<file path="src/rtl/gpr_alias_pkg.sv">
package gpr_alias_pkg;
  typedef enum logic [1:0] {
    PART_W32 = 2'b00,
    PART_W16 = 2'b01,
    PART_LO8 = 2'b10,
    PART_HI8 = 2'b11
  } part_e;
endpackage

</file>
<file path="src/rtl/gpr_part_decode.sv">
module gpr_part_decode #(
  parameter int XLEN      = 32,
  parameter int HALF_W    = 16,
  parameter int BYTE_W    = 8,
  parameter int IDX_W     = 3,
  parameter int BYTE_REGS = 4,
  localparam int SH_W     = $clog2(XLEN)
) (
  input  logic [IDX_W-1:0] idx_i,
  input  logic [1:0]       part_i,
  output logic             legal_o,
  output logic [XLEN-1:0]  mask_o,
  output logic [SH_W-1:0]  lsb_o
);
  import gpr_alias_pkg::*;

  localparam logic [XLEN-1:0] M16 = {{(XLEN-HALF_W){1'b0}}, {HALF_W{1'b1}}};
  localparam logic [XLEN-1:0] M8  = {{(XLEN-BYTE_W){1'b0}}, {BYTE_W{1'b1}}};

  logic byte_view;
  logic has_bytes;

  assign byte_view = part_i[1];
  assign has_bytes = (int'(idx_i) < BYTE_REGS);
  assign legal_o   = !byte_view || has_bytes;

  always_comb begin
    mask_o = '1;
    lsb_o  = '0;
    case (part_i)
      PART_W32: mask_o = '1;
      PART_W16: mask_o = M16;
      PART_LO8: mask_o = M8;
      PART_HI8: begin
        mask_o = M8 << BYTE_W;
        lsb_o  = SH_W'(BYTE_W);
      end
      default: mask_o = '1;
    endcase
  end
endmodule

</file>
<file path="src/rtl/gpr_read_port.sv">
module gpr_read_port #(
  parameter int XLEN      = 32,
  parameter int HALF_W    = 16,
  parameter int BYTE_W    = 8,
  parameter int NUM_REGS  = 8,
  parameter int BYTE_REGS = 4,
  localparam int IDX_W    = $clog2(NUM_REGS),
  localparam int SH_W     = $clog2(XLEN)
) (
  input  logic                          clk_i,
  input  logic                          rst_ni,
  input  logic [NUM_REGS-1:0][XLEN-1:0] regs_i,
  input  logic [IDX_W-1:0]              idx_i,
  input  logic [1:0]                    part_i,
  output logic [XLEN-1:0]               data_o,
  output logic                          err_o
);
  import gpr_alias_pkg::*;

  logic            legal;
  logic [XLEN-1:0] mask;
  logic [SH_W-1:0] lsb;
  logic [XLEN-1:0] word;

  gpr_part_decode #(
    .XLEN(XLEN), .HALF_W(HALF_W), .BYTE_W(BYTE_W),
    .IDX_W(IDX_W), .BYTE_REGS(BYTE_REGS)
  ) u_dec (
    .idx_i(idx_i), .part_i(part_i),
    .legal_o(legal), .mask_o(mask), .lsb_o(lsb)
  );

  assign word   = regs_i[idx_i];
  assign data_o = legal ? ((word & mask) >> lsb) : '0;
  assign err_o  = !legal;

  // narrow views come back zero-extended
  assert_zext_R5: assert property (@(posedge clk_i) disable iff (!rst_ni)
    (part_i != PART_W32) |-> (data_o[XLEN-1:HALF_W] == '0));
  assert_err_zero_R6: assert property (@(posedge clk_i) disable iff (!rst_ni)
    err_o |-> (data_o == '0));
  assert_err_only_bytes_R6: assert property (@(posedge clk_i) disable iff (!rst_ni)
    err_o |-> (part_i[1] && int'(idx_i) >= BYTE_REGS));
endmodule

</file>
<file path="src/rtl/gpr_write_merge.sv">
module gpr_write_merge #(
  parameter int XLEN     = 32,
  parameter int NUM_REGS = 8,
  localparam int IDX_W   = $clog2(NUM_REGS),
  localparam int SH_W    = $clog2(XLEN)
) (
  input  logic [NUM_REGS-1:0][XLEN-1:0] regs_i,
  input  logic                          we_i,
  input  logic                          legal_i,
  input  logic [IDX_W-1:0]              idx_i,
  input  logic [XLEN-1:0]               mask_i,
  input  logic [SH_W-1:0]               lsb_i,
  input  logic [XLEN-1:0]               data_i,
  output logic [NUM_REGS-1:0][XLEN-1:0] regs_o
);
  logic [XLEN-1:0] field;

  assign field = (data_i << lsb_i) & mask_i;

  for (genvar i = 0; i < NUM_REGS; i++) begin : g_merge
    logic hit;
    assign hit       = we_i && legal_i && (idx_i == IDX_W'(i));
    assign regs_o[i] = hit ? ((regs_i[i] & ~mask_i) | field) : regs_i[i];
  end
endmodule

</file>
<file path="src/rtl/gpr_alias_file.sv">
module gpr_alias_file #(
  parameter int XLEN      = 32,
  parameter int HALF_W    = 16,
  parameter int BYTE_W    = 8,
  parameter int NUM_REGS  = 8,
  parameter int BYTE_REGS = 4,
  localparam int IDX_W    = $clog2(NUM_REGS),
  localparam int SH_W     = $clog2(XLEN)
) (
  input  logic             clk_i,
  input  logic             rst_ni,
  input  logic             wr_en_i,
  input  logic [IDX_W-1:0] wr_idx_i,
  input  logic [1:0]       wr_part_i,
  input  logic [XLEN-1:0]  wr_data_i,
  output logic             wr_err_o,
  input  logic [IDX_W-1:0] rd_a_idx_i,
  input  logic [1:0]       rd_a_part_i,
  output logic [XLEN-1:0]  rd_a_data_o,
  output logic             rd_a_err_o,
  input  logic [IDX_W-1:0] rd_b_idx_i,
  input  logic [1:0]       rd_b_part_i,
  output logic [XLEN-1:0]  rd_b_data_o,
  output logic             rd_b_err_o
);
  import gpr_alias_pkg::*;

  logic [NUM_REGS-1:0][XLEN-1:0] regs_q, regs_d;
  logic            wr_legal;
  logic [XLEN-1:0] wr_mask;
  logic [SH_W-1:0] wr_lsb;

  gpr_part_decode #(
    .XLEN(XLEN), .HALF_W(HALF_W), .BYTE_W(BYTE_W),
    .IDX_W(IDX_W), .BYTE_REGS(BYTE_REGS)
  ) u_wr_dec (
    .idx_i(wr_idx_i), .part_i(wr_part_i),
    .legal_o(wr_legal), .mask_o(wr_mask), .lsb_o(wr_lsb)
  );

  assign wr_err_o = wr_en_i && !wr_legal;

  gpr_write_merge #(.XLEN(XLEN), .NUM_REGS(NUM_REGS)) u_merge (
    .regs_i(regs_q), .we_i(wr_en_i), .legal_i(wr_legal), .idx_i(wr_idx_i),
    .mask_i(wr_mask), .lsb_i(wr_lsb), .data_i(wr_data_i), .regs_o(regs_d)
  );

  always_ff @(posedge clk_i or negedge rst_ni) begin
    if (!rst_ni) regs_q <= '0;
    else         regs_q <= regs_d;
  end

  gpr_read_port #(
    .XLEN(XLEN), .HALF_W(HALF_W), .BYTE_W(BYTE_W),
    .NUM_REGS(NUM_REGS), .BYTE_REGS(BYTE_REGS)
  ) u_rd_a (
    .clk_i(clk_i), .rst_ni(rst_ni), .regs_i(regs_q),
    .idx_i(rd_a_idx_i), .part_i(rd_a_part_i),
    .data_o(rd_a_data_o), .err_o(rd_a_err_o)
  );

  gpr_read_port #(
    .XLEN(XLEN), .HALF_W(HALF_W), .BYTE_W(BYTE_W),
    .NUM_REGS(NUM_REGS), .BYTE_REGS(BYTE_REGS)
  ) u_rd_b (
    .clk_i(clk_i), .rst_ni(rst_ni), .regs_i(regs_q),
    .idx_i(rd_b_idx_i), .part_i(rd_b_part_i),
    .data_o(rd_b_data_o), .err_o(rd_b_err_o)
  );

  assert_illegal_nowrite_R6: assert property (@(posedge clk_i) disable iff (!rst_ni)
    wr_err_o |=> $stable(regs_q));

  for (genvar i = 0; i < NUM_REGS; i++) begin : g_chk
    assert_others_kept_R9: assert property (@(posedge clk_i) disable iff (!rst_ni)
      (!wr_en_i || wr_idx_i != IDX_W'(i)) |=> $stable(regs_q[i]));
    assert_w16_upper_kept_R2: assert property (@(posedge clk_i) disable iff (!rst_ni)
      (wr_en_i && wr_idx_i == IDX_W'(i) && wr_part_i == PART_W16)
      |=> $stable(regs_q[i][XLEN-1:HALF_W]));
    assert_lo8_upper_kept_R3: assert property (@(posedge clk_i) disable iff (!rst_ni)
      (wr_en_i && wr_idx_i == IDX_W'(i) && wr_part_i == PART_LO8)
      |=> $stable(regs_q[i][XLEN-1:BYTE_W]));
    assert_hi8_rest_kept_R4: assert property (@(posedge clk_i) disable iff (!rst_ni)
      (wr_en_i && wr_idx_i == IDX_W'(i) && wr_part_i == PART_HI8)
      |=> ($stable(regs_q[i][XLEN-1:HALF_W]) && $stable(regs_q[i][BYTE_W-1:0])));
  end
endmodule

</file>
<file path="config.mk">
export PLATFORM = sky130hd
export DESIGN_NAME = gpr_alias_file
export DESIGN_NICKNAME = d
export VERILOG_FILES = /design/src/rtl/gpr_alias_pkg.sv /design/src/rtl/gpr_part_decode.sv /design/src/rtl/gpr_read_port.sv /design/src/rtl/gpr_write_merge.sv /design/src/rtl/gpr_alias_file.sv
export SDC_FILE = /design/constraint.sdc
export NUM_CORES = 1
export LEC_CHECK = 0
export ABC_CLOCK_PERIOD_IN_PS = 2300
export BUFFER_PORTS_ARGS = -buffer_cell sky130_fd_sc_hd__buf_2
export CAP_MARGIN = 30
export CORE_ASPECT_RATIO = 1.75
export CORE_MARGIN = 3
export CORE_UTILIZATION = 55
export CTS_BUF_LIST = sky130_fd_sc_hd__clkbuf_4 sky130_fd_sc_hd__clkbuf_8 sky130_fd_sc_hd__clkbuf_16
export CTS_CLUSTER_DIAMETER = 30
export DETAILED_ROUTE_END_ITERATION = 12
export PLACE_DENSITY = 0.81
export SLEW_MARGIN = 25
export SYNTH_ARGS = -nofsm -noshare
export SYNTH_HDL_FRONTEND = slang
export SYNTH_SLANG_ARGS = --single-unit
</file>
<file path="constraint.sdc">
create_clock -name clk_i -period 2.3 [get_ports clk_i]
set_input_delay 0.345 -clock clk_i [delete_from_list [all_inputs] [get_ports clk_i]]
set_output_delay 0.345 -clock clk_i [all_outputs]
set_load 0.01 [all_outputs]
</file>
======== After elaboration in Yosys (flattened, before gate mapping) ========
Index checks and enable logic that the tools add are counted.
word-level totals
  register bits ........................... 256
  bits of input ports ..................... 50
  output and inout bits ................... 67
  word-level logic and storage cells ...... 87
operators by class
  magnitude comparators ................... 5
  eq/ne operators ......................... 16
  shifts and indexed selects .............. 3
  muxes and demuxes ....................... 12
  bitwise operators ....................... 20
  reductions and logical operators ........ 23
operators by type and width
  cell                                                                   count
  32-bit one-hot mux with 4 select lines                                 3
  32-bit bitwise AND                                                     11
  32-bit bitwise OR                                                      8
  32-bit binary-select mux with 3-bit select                             2
  32-bit 2-to-1 mux                                                      4
  32-bit by 4-bit right shift with 32-bit output                         2
  32-bit inverter                                                        1
  32-bit by 4-bit left shift with 32-bit output                          1
  2-bit == test (second input constant)                                  6
  3-bit == test (second input constant)                                  4
  4-bit 2-to-1 mux                                                       3
  1-bit logical AND                                                      10
  3-bit < comparator (second input constant)                             3
  3-bit by 4-bit < comparator with 1-bit output (second input constant)  2
  2-bit by 1-bit == test with 1-bit output (second input constant)       3
  3-bit by 2-bit == test with 1-bit output (second input constant)       2
  1-bit zero test                                                        6
  2-bit zero test                                                        3
  3-bit by 1-bit == test with 1-bit output (second input constant)       1
  3-bit zero test                                                        1
  1-bit logical OR                                                       3

======== Logic depth before layout (Yosys ltp) ========
Gate-level depths: netlist of the first run.
  word-level depth ........................ 5
  gate-level depth with buffers ........... 7
  depth with buffers taken out ............ 4

======== Modules after synthesis ========
Synthesis of the first run repeated with hierarchy kept, for this count alone.
unflattened totals
  cells, all modules ...................... 2272
  area, all modules ....................... 22185.0 um^2
by module, submodules not included
  module           times used  cells each  area an instance (um^2)  sequential area each (um^2)
  gpr_read_port    2           501         4257.8                   0.0
  gpr_write_merge  1           896         6423.7                   0.0
  gpr_alias_file   1           257         6419.9                   6406.1
  gpr_part_decode  3           39          275.3                    0.0

======== Worst setup path before layout of the first run ========
No wires, ideal clock.
  path type ............................... input-to-output
  start ................................... input port rd_b_idx_i[0]
  end ..................................... output port rd_b_data_o[0]
  data arrival time ....................... 1.694 ns
  required time ........................... 1.955 ns
  setup slack ............................. 0.261 ns
  stages .................................. 5
  buffers on the path ..................... 2
  cells stage by stage .................... buf_2 -> buf_2 -> mux4_2 -> o2111ai_1 -> a22oi_1
between the ends
  cells in the longest elaborated chain, start to end .. 5
  elaborated cells between the ends (all ways) .. 7
  classes of those cells .................. 1 x order compare; 1 x shift; 3 x mux; 1 x bitwise; 1 x reduce/logical
ends and longest elaborated chain
  item                                            RTL line              source
  start, declared                                 gpr_alias_file.sv:21  input logic [IDX_W-1:0] rd_b_idx_i,
  32-bit binary-select mux with 3-bit select      gpr_read_port.sv:33   assign word = regs_i[idx_i];
  32-bit 2-to-1 mux (implied by the code)         gpr_read_port.sv:33
  32-bit bitwise AND                              gpr_read_port.sv:34   assign data_o = legal ? ((word & mask) >> lsb) : '0;
  32-bit by 4-bit right shift with 32-bit output  gpr_read_port.sv:34
  32-bit 2-to-1 mux (*)                           gpr_read_port.sv:34
  end, declared                                   gpr_alias_file.sv:23  output logic [XLEN-1:0] rd_b_data_o,
Every way passes the cells marked *; elsewhere a longest branch is shown, timed or not. The select of a mux whose other input is x is not followed.

==> results of run 1 <==
-- path summary, 6_finish.rpt --
check | start | to | cells past startpoint
setup / recovery | flip-flop | rd_a_data_o[6] | 5
hold / removal | wr_data_i[27] | flip-flop | 2
setup reg to reg | flip-flop | flip-flop | 2
hold reg to reg | flip-flop | flip-flop | 2
max in group asynchronous | rst_ni | asynchronous set/reset pin | 3
min in group asynchronous | rst_ni | asynchronous set/reset pin | 2
-- through the flow --
step / hold slack, ns / total power, W
after global routing: 0.112 / 0.0166
after detailed placement: 0.332 / 0.00964
final: 0.116 / 0.0160
after global placement: 0.317 / 0.00941
after floorplan: 0.0494 / 0.00838
after CTS: 0.0932 / 0.0159
-- layout make-up --
| type | instances | area (um^2) | area share |
|---|---|---|---|
| clock inverter | 27 | 303 | 0.0181 |
| antenna | 4 | 10.0 | 0.000597 |
| inverter | 2 | 7.51 | 0.000448 |
| timing repair buffer | 187 | 1360 | 0.0811 |
| clock buffer | 44 | 1050 | 0.0626 |
| multi-input combinational | 784 | 7240 | 0.432 |
| sequential | 256 | 6410 | 0.382 |
| tap | 312 | 390 | 0.0233 |
-- worst max-delay path, cell delays in order (launching register included) --
cell and delay [ns]:
sky130_fd_sc_hd__dfrtp_1 0.42, sky130_fd_sc_hd__mux4_2 0.48, sky130_fd_sc_hd__mux2i_2 0.21, sky130_fd_sc_hd__buf_4 0.17, sky130_fd_sc_hd__o31ai_2 0.06, sky130_fd_sc_hd__buf_2 0.15
-- cell usage in the layout, fill, tap and decap left out, drive strengths merged, types with 7 or more instances in the layout --
cell,instances
inv,12
clkbuf,44
o31ai,7
a21oi,57
mux4,120
mux2i,65
o2111ai,8
clkinv,10
nand3,17
buf,186
mux2,128
nor2,62
o21a,7
a22oi,8
dfrtp,256
o21ai,103
nand2,179
-- cells by family after synthesis --
family	after synthesis	share of synthesized area
muxes	313	0.350
buffers and inverters	88	0.0317
AOI/OAI and AO/OA	193	0.0758
and+or+nand+nor	278	0.0826
DFF	256	0.460
-- report_power, final --
group / internal, W / switching (W) / total, W
combinational: 0.00194 / 0.00166 / 0.00359
clock: 0.00372 / 0.00235 / 0.00607
sequential: 0.00548 / 0.000829 / 0.00631
total: 0.0111 / 0.00484 / 0.0160
-- timing repair --
action | in CTS | in global routing
setup endpoints to repair | 22 | 21
pin swaps | 3 | 2
hold buffers | 1 | 0
gates resized for setup | 18 | 16
endpoints found under the hold margin | 53 | 0
buffers inserted | 7 | 3
-- layer usage --
metal  part of all wire  track usage  wire length (um)  up-vias
met1               0.34        0.367             14700     5596
met3              0.082       0.0580              3580      197
met4              0.065        0.210              2870        0
met2               0.52        0.549             22600      785
li1                   -            -                 -     4481
met5                  0            0                 0        -
==> out/qor_table.md, run 1 <==
| Quantity | This run | Unit |
|:---|:---|:---|
| Cell type with the largest total area after synthesis | sky130_fd_sc_hd__dfrtp_1 | - |
| Element type at the critical path end | primary output | - |
| Final-stage net count | 1320 | - |
| WS Path Type | reg -> out | - |
| Number of vias after detailed routing | 11059 | - |
| Sum of overflow across all layers after global routing | 0 | - |
| Setup repair after global routing missed its margin | true | - |
| Main flop type after synthesis | sky130_fd_sc_hd__dfrtp_1 | - |
| Status | finished, violations left | - |
| CTS H-tree lvls | 2 | - |
| Cell at the root of the clock tree | sky130_fd_sc_hd__clkbuf_16 | - |
| Pin count of the biggest net entering global routing | 73 | - |
| Number of global-route vias before repair | 11732 | - |
| Final clock period utilization by the worst path | 1.03 | - |
| Clock input transition at the sequential cells of the worst setup and hold paths | 0.06 | ns |
| Max-cap violations | 0 | - |
| Warnings from Yosys | 0 | - |
| Total Neg Setup Slack | -0.461 | ns |
| Worst endpoint data arrival time | 2.03 | ns |
| Overall routed net length | 43800 | um |
| Number of violations reported at the end of detailed-routing iteration 0 | 1290 | - |
| Top cells by instance count after synthesis | 256 x sky130_fd_sc_hd__dfrtp_1, 178 x sky130_fd_sc_hd__nand2_1, 120 x sky130_fd_sc_hd__mux4_2 | - |
| Worst Tran Pin Value | 0.800 | ns |
| Number of standard cells after synthesis | 1128 | - |
| Reg-to-reg setup timing slack | 1.41 | ns |
| FFs w/ async S/R, synth | 1.00 | - |
| Slew margin rel. | 0.466 | - |
| PD cells | 953 | nW/um^2 |
| Place WS | 0.124 | ns |
| First-pass iteration count of the detailed router | 7 | - |
| Clock network latency to the later pin of the worst-skew pair | 0.52 | ns |
| Max frequency | 422 | MHz |
| Worst setup slack after layout | -0.0723 | ns |
| Die outline height | 216 | um |
| Post-detailed-placement half-perimeter wirelength | 28300 | um |
| Number of hold violations in the final report | 0 | - |
| Shortest period the worst path allows | 2.37 | ns |
| Placed cell count | 1530 | - |
| First-pass GRT wire length | 67600 | um |
| Number of synthesized flops with an enable pin | 0 | - |
| Total CTS buffers | 39 | - |
| Library cells used by synthesis | 37 | - |
| Placeable core area | 24700 | um^2 |
| Number of nets with antenna violations after routing | 0 | - |
| Final GP Congestion | 0.905 | - |
| Slew Limit Fails | 0 | - |
| Die span in x | 126 | um |
| Fraction of layout cells with a size suffix above 1 | 0.415 | - |
| Worst supply voltage drop on vdd | 0.812 | mV |
| Filler cell count in the final layout | 1687 | - |
| Effective utilization at floorplan | 0.563 | - |
| Type of the worst min-delay path | in -> reg | - |
| Routed length per placed instance | 27.1 | um |
| Total GRT Usage | 0.321 | - |
| Synth top area cells | sky130_fd_sc_hd__dfrtp_1 46%, sky130_fd_sc_hd__mux4_2 19%, sky130_fd_sc_hd__mux2_2 8.7%, sky130_fd_sc_hd__nand2_1 4.8%, sky130_fd_sc_hd__mux2i_1 4.7% | - |
| Startpoint type of the worst setup path | flip-flop | - |
| Maximum number of buffers from clock root to sink | 3 | - |
| Maximum fanout encountered on the critical timing path | 3 | - |
| Area Growth Syn to Fin | 20.4 | % |
| Mapped Avg Cell Area | 12.3 | um^2 |
| Final design utilization | 0.678 | - |
| Number of input and output port buffers inserted | 116 | - |
| TritonCTS sink count | 256 | - |
| Final instance area | 16800 | um^2 |
| Flip-flop and latch count after synthesis | 256 | - |
| Yosys top cell area share | 0.460 | - |
| Post-Syn Area | 13900 | um^2 |
| Cell area reported after detailed placement | 15200 | um^2 |
| Sequential area share after synthesis | 0.460 | - |
| Worst EP required | 1.96 | ns |
| Cell with the most instances after synthesis | sky130_fd_sc_hd__dfrtp_1 | - |
| Net count after synthesis | 1178 | - |
| Leakage power summed over all cells | 7.48 | nW |
| Top Ports | 117 | - |
| Remaining design rule violation count | 0 | - |
| Final setup violating endpoints | 12 | - |
| Final setup skew | 0 | ns |
| Clock tree from TritonCTS | done | - |
| Number of core rows | 76 | - |
| Total die area | 27300 | um^2 |
| Failing checks | negative setup slack | - |
| Detail-routed via count per cell | 6.84 | - |
| Count of placed standard cells in the final layout, fillers left out | 1616 | - |
| Antenna violations before repair | 3 | - |
(Power assumes the default switching activity.)
==> inputs of run 2 (changes only) <==
--- a/config.mk
+++ b/config.mk
@@ -8,14 +8,16 @@
 export ABC_CLOCK_PERIOD_IN_PS = 2300
 export BUFFER_PORTS_ARGS = -buffer_cell sky130_fd_sc_hd__buf_2
 export CAP_MARGIN = 30
-export CORE_ASPECT_RATIO = 1.75
+export CORE_ASPECT_RATIO = 0.8
 export CORE_MARGIN = 3
 export CORE_UTILIZATION = 55
 export CTS_BUF_LIST = sky130_fd_sc_hd__clkbuf_4 sky130_fd_sc_hd__clkbuf_8 sky130_fd_sc_hd__clkbuf_16
 export CTS_CLUSTER_DIAMETER = 30
 export DETAILED_ROUTE_END_ITERATION = 12
 export PLACE_DENSITY = 0.81
+export RECOVER_POWER = 25
 export SLEW_MARGIN = 25
 export SYNTH_ARGS = -nofsm -noshare
 export SYNTH_HDL_FRONTEND = slang
 export SYNTH_SLANG_ARGS = --single-unit
+export TNS_END_PERCENT = 10
==> run 2 against run 1 <==
Against the previous run: the flow finishes with violations (max-capacitance violations, max-slew violations, negative setup slack); non-clock buffer count shrank 17; sequential share of layout area about the same; total power increased by 4.0%; count of clock-buffer cells in the layout increased by 11; critical endpoint is now rd_b_data_o[0]; sequential cell count unchanged; fmax is 0.36% lower; critical path type unchanged; setup slack worse by 0.0085 ns; final cell count unchanged; critical path depth fell by 1; clock power is 12% higher.
==> out/qor_table.md, run 2 (synthesis results as in run 1) <==
| Quantity | This run | Unit |
|:---|:---|:---|
| Worst Hold Slack | 0.114 | ns |
| Number of core rows | 51 | - |
| Clock network latency to the later pin of the worst-skew pair | 0.53 | ns |
| Commonest non-fill, non-tap cells in the layout | 256 x sky130_fd_sc_hd__dfrtp_1, 178 x sky130_fd_sc_hd__nand2_1, 120 x sky130_fd_sc_hd__mux4_2 | - |
| Most common cell after layout, fill and taps aside | sky130_fd_sc_hd__dfrtp_1 | - |
| CTS H-tree lvls | 2 | - |
| Die span in x | 184 | um |
| Startpoint type of the worst setup path | flip-flop | - |
| Reg-to-reg setup timing slack | 1.46 | ns |
| Area Growth Syn to Fin | 20.3 | % |
| Overall power | 0.0166 | W |
| Hold Path Origin | wr_data_i[27] | - |
| Worst Tran Pin Value | 1.55 | ns |
| Sum of overflow across all layers after global routing | 0 | - |
| Max-cap violations | 2 | - |
| Number of violations reported at the end of detailed-routing iteration 0 | 1314 | - |
| Leakage power summed over all cells | 7.47 | nW |
| Placeable core area | 24600 | um^2 |
| Worst supply voltage drop on vdd | 0.512 | mV |
| Failing checks | max-capacitance violations, max-slew violations, negative setup slack | - |
| Antenna violations before repair | 2 | - |
| Effective utilization at floorplan | 0.565 | - |
| Portion of total power attributed to combinational logic | 0.210 | - |
| Status | finished, violations left | - |
| Post-detailed-placement half-perimeter wirelength | 26600 | um |
| Slew Limit Fails | 50 | - |
| TritonCTS sink count | 256 | - |
| Top Ports | 117 | - |
| Max frequency | 420 | MHz |
| Cell at the root of the clock tree | sky130_fd_sc_hd__clkbuf_16 | - |
| Overall routed net length | 42600 | um |
| Type of the worst min-delay path | in -> reg | - |
| Placed cell count | 1529 | - |
| PD cells | 992 | nW/um^2 |
| Remaining design rule violation count | 0 | - |
| Worst endpoint data arrival time | 2.04 | ns |
| WS Path Type | reg -> out | - |
| Pin count of the biggest net entering global routing | 63 | - |
| Switching part of the total power | 0.294 | - |
| Final-stage net count | 1310 | - |
| Place WS | 0.107 | ns |
| Number of input and output port buffers inserted | 116 | - |
| Final GP Congestion | 0.930 | - |
| First-pass iteration count of the detailed router | 5 | - |
| Total die area | 27300 | um^2 |
| First-pass GRT wire length | 65200 | um |
| Die outline height | 148 | um |
| Count of placed standard cells in the final layout, fillers left out | 1616 | - |
| Shortest period the worst path allows | 2.38 | ns |
| Number of hold violations in the final report | 0 | - |
| Total Neg Setup Slack | -0.585 | ns |
| Final clock period utilization by the worst path | 1.04 | - |
| Element type at the critical path end | primary output | - |
| Number of nets with antenna violations after routing | 0 | - |
| Final setup violating endpoints | 13 | - |
| Relative contribution of the clock network to total power | 0.410 | - |
| Worst EP required | 1.96 | ns |
| Depth of the worst register-to-register path | 2 | - |
| Total GRT Usage | 0.311 | - |
| Number of global-route vias before repair | 11070 | - |
| Detail-routed via count per cell | 6.79 | - |
| Number of vias after detailed routing | 10980 | - |
| Maximum number of buffers from clock root to sink | 3 | - |
| Clock input transition at the sequential cells of the worst setup and hold paths | 0.06 | ns |
| Clock tree from TritonCTS | done | - |
| Register share of total power | 0.380 | - |
| Fraction of layout cells with a size suffix above 1 | 0.405 | - |
| Cell internal power dissipation | 0.0117 | W |
| Final setup skew | 0 | ns |
| Number of cells traversed by the worst hold path | 2 | - |
| Worst setup slack after layout | -0.0808 | ns |
| Switching power | 0.00488 | W |
| Setup repair after global routing missed its margin | true | - |
| Total CTS buffers | 46 | - |
| Slew margin rel. | -0.0361 | - |
| Routed length per placed instance | 26.3 | um |
| Maximum fanout encountered on the critical timing path | 3 | - |
[run 2: cell count changes in the layout (fill, tap and decap cells not counted), sizes merged]
cell,previous run,this run
buf,186,163
clkbuf,44,61
bufinv,3,4
inv,12,8
diode,4,3
clkinvlp,4,6
clkinv,10,12
[run 2: worst max path at each step]
| stage | endpoint | slack [ns] | cells past startpoint |
|---|---|---|---|
| floorplan | rd_b_data_o[0] | 0.26 | 5 |
| global placement | rd_a_data_o[6] | 0.14 | 5 |
| detailed placement | rd_a_data_o[6] | 0.11 | 5 |
| CTS | rd_b_data_o[2] | -0.07 | 4 |
| global route | rd_b_data_o[2] | -0.14 | 4 |
| finish | rd_b_data_o[0] | -0.08 | 4 |
[run 2: critical path, stage by stage, from the launching register on]
cell and delay [ns]:
sky130_fd_sc_hd__dfrtp_1 0.39, sky130_fd_sc_hd__mux4_2 0.56, sky130_fd_sc_hd__o2111ai_1 0.24, sky130_fd_sc_hd__a22oi_1 0.14, sky130_fd_sc_hd__buf_2 0.17
[run 2: timing repair]
item,CTS,global route
setup endpoints to repair,16,25
buffers inserted,0,0
resized for setup,11,16
hold buffers,1,0
endpoints found under the hold margin,47,0
pin swaps,1,2
[run 2: final cells by class]
type / instances / area [um^2]
Antenna cell: 3 / 7.51
Clock buffer: 55 / 1260
Clock inverter: 28 / 313
Fill cell: 1611 / 7880
Inverter: 2 / 7.51
Multi-Input combinational cell: 784 / 7180
Sequential cell: 256 / 6410
Tap cell: 318 / 398
Timing Repair Buffer: 170 / 1180
[run 2: routing by layer]
metal  GRT usage  vias to the layer above  part of all wire
met5           0                        -                 0
met4       0.110                        0             0.033
met3      0.0824                      132              0.11
met2       0.479                      800              0.47
met1       0.435                     5586              0.38
li1            -                     4462                 -
[run 2: per-stage QoR]
step,util,cell area [um^2]
6_report,0.680,16700
5_1_grt,0.680,16700
4_1_cts,0.680,16700
3_5_place_dp,0.613,15100
3_3_place_gp,0.613,15100
2_1_floorplan,-,13900
[run 2: power groups by stage]
stage / Sequential, W / Combinational [W] / Clock [W]
after global routing: 0.00640 / 0.00373 / 0.00710
after CTS: 0.00624 / 0.00340 / 0.00684
after global placement: 0.00618 / 0.00319 / 0
after floorplan: 0.00600 / 0.00238 / 0
final: 0.00631 / 0.00349 / 0.00681
after detailed placement: 0.00628 / 0.00330 / 0
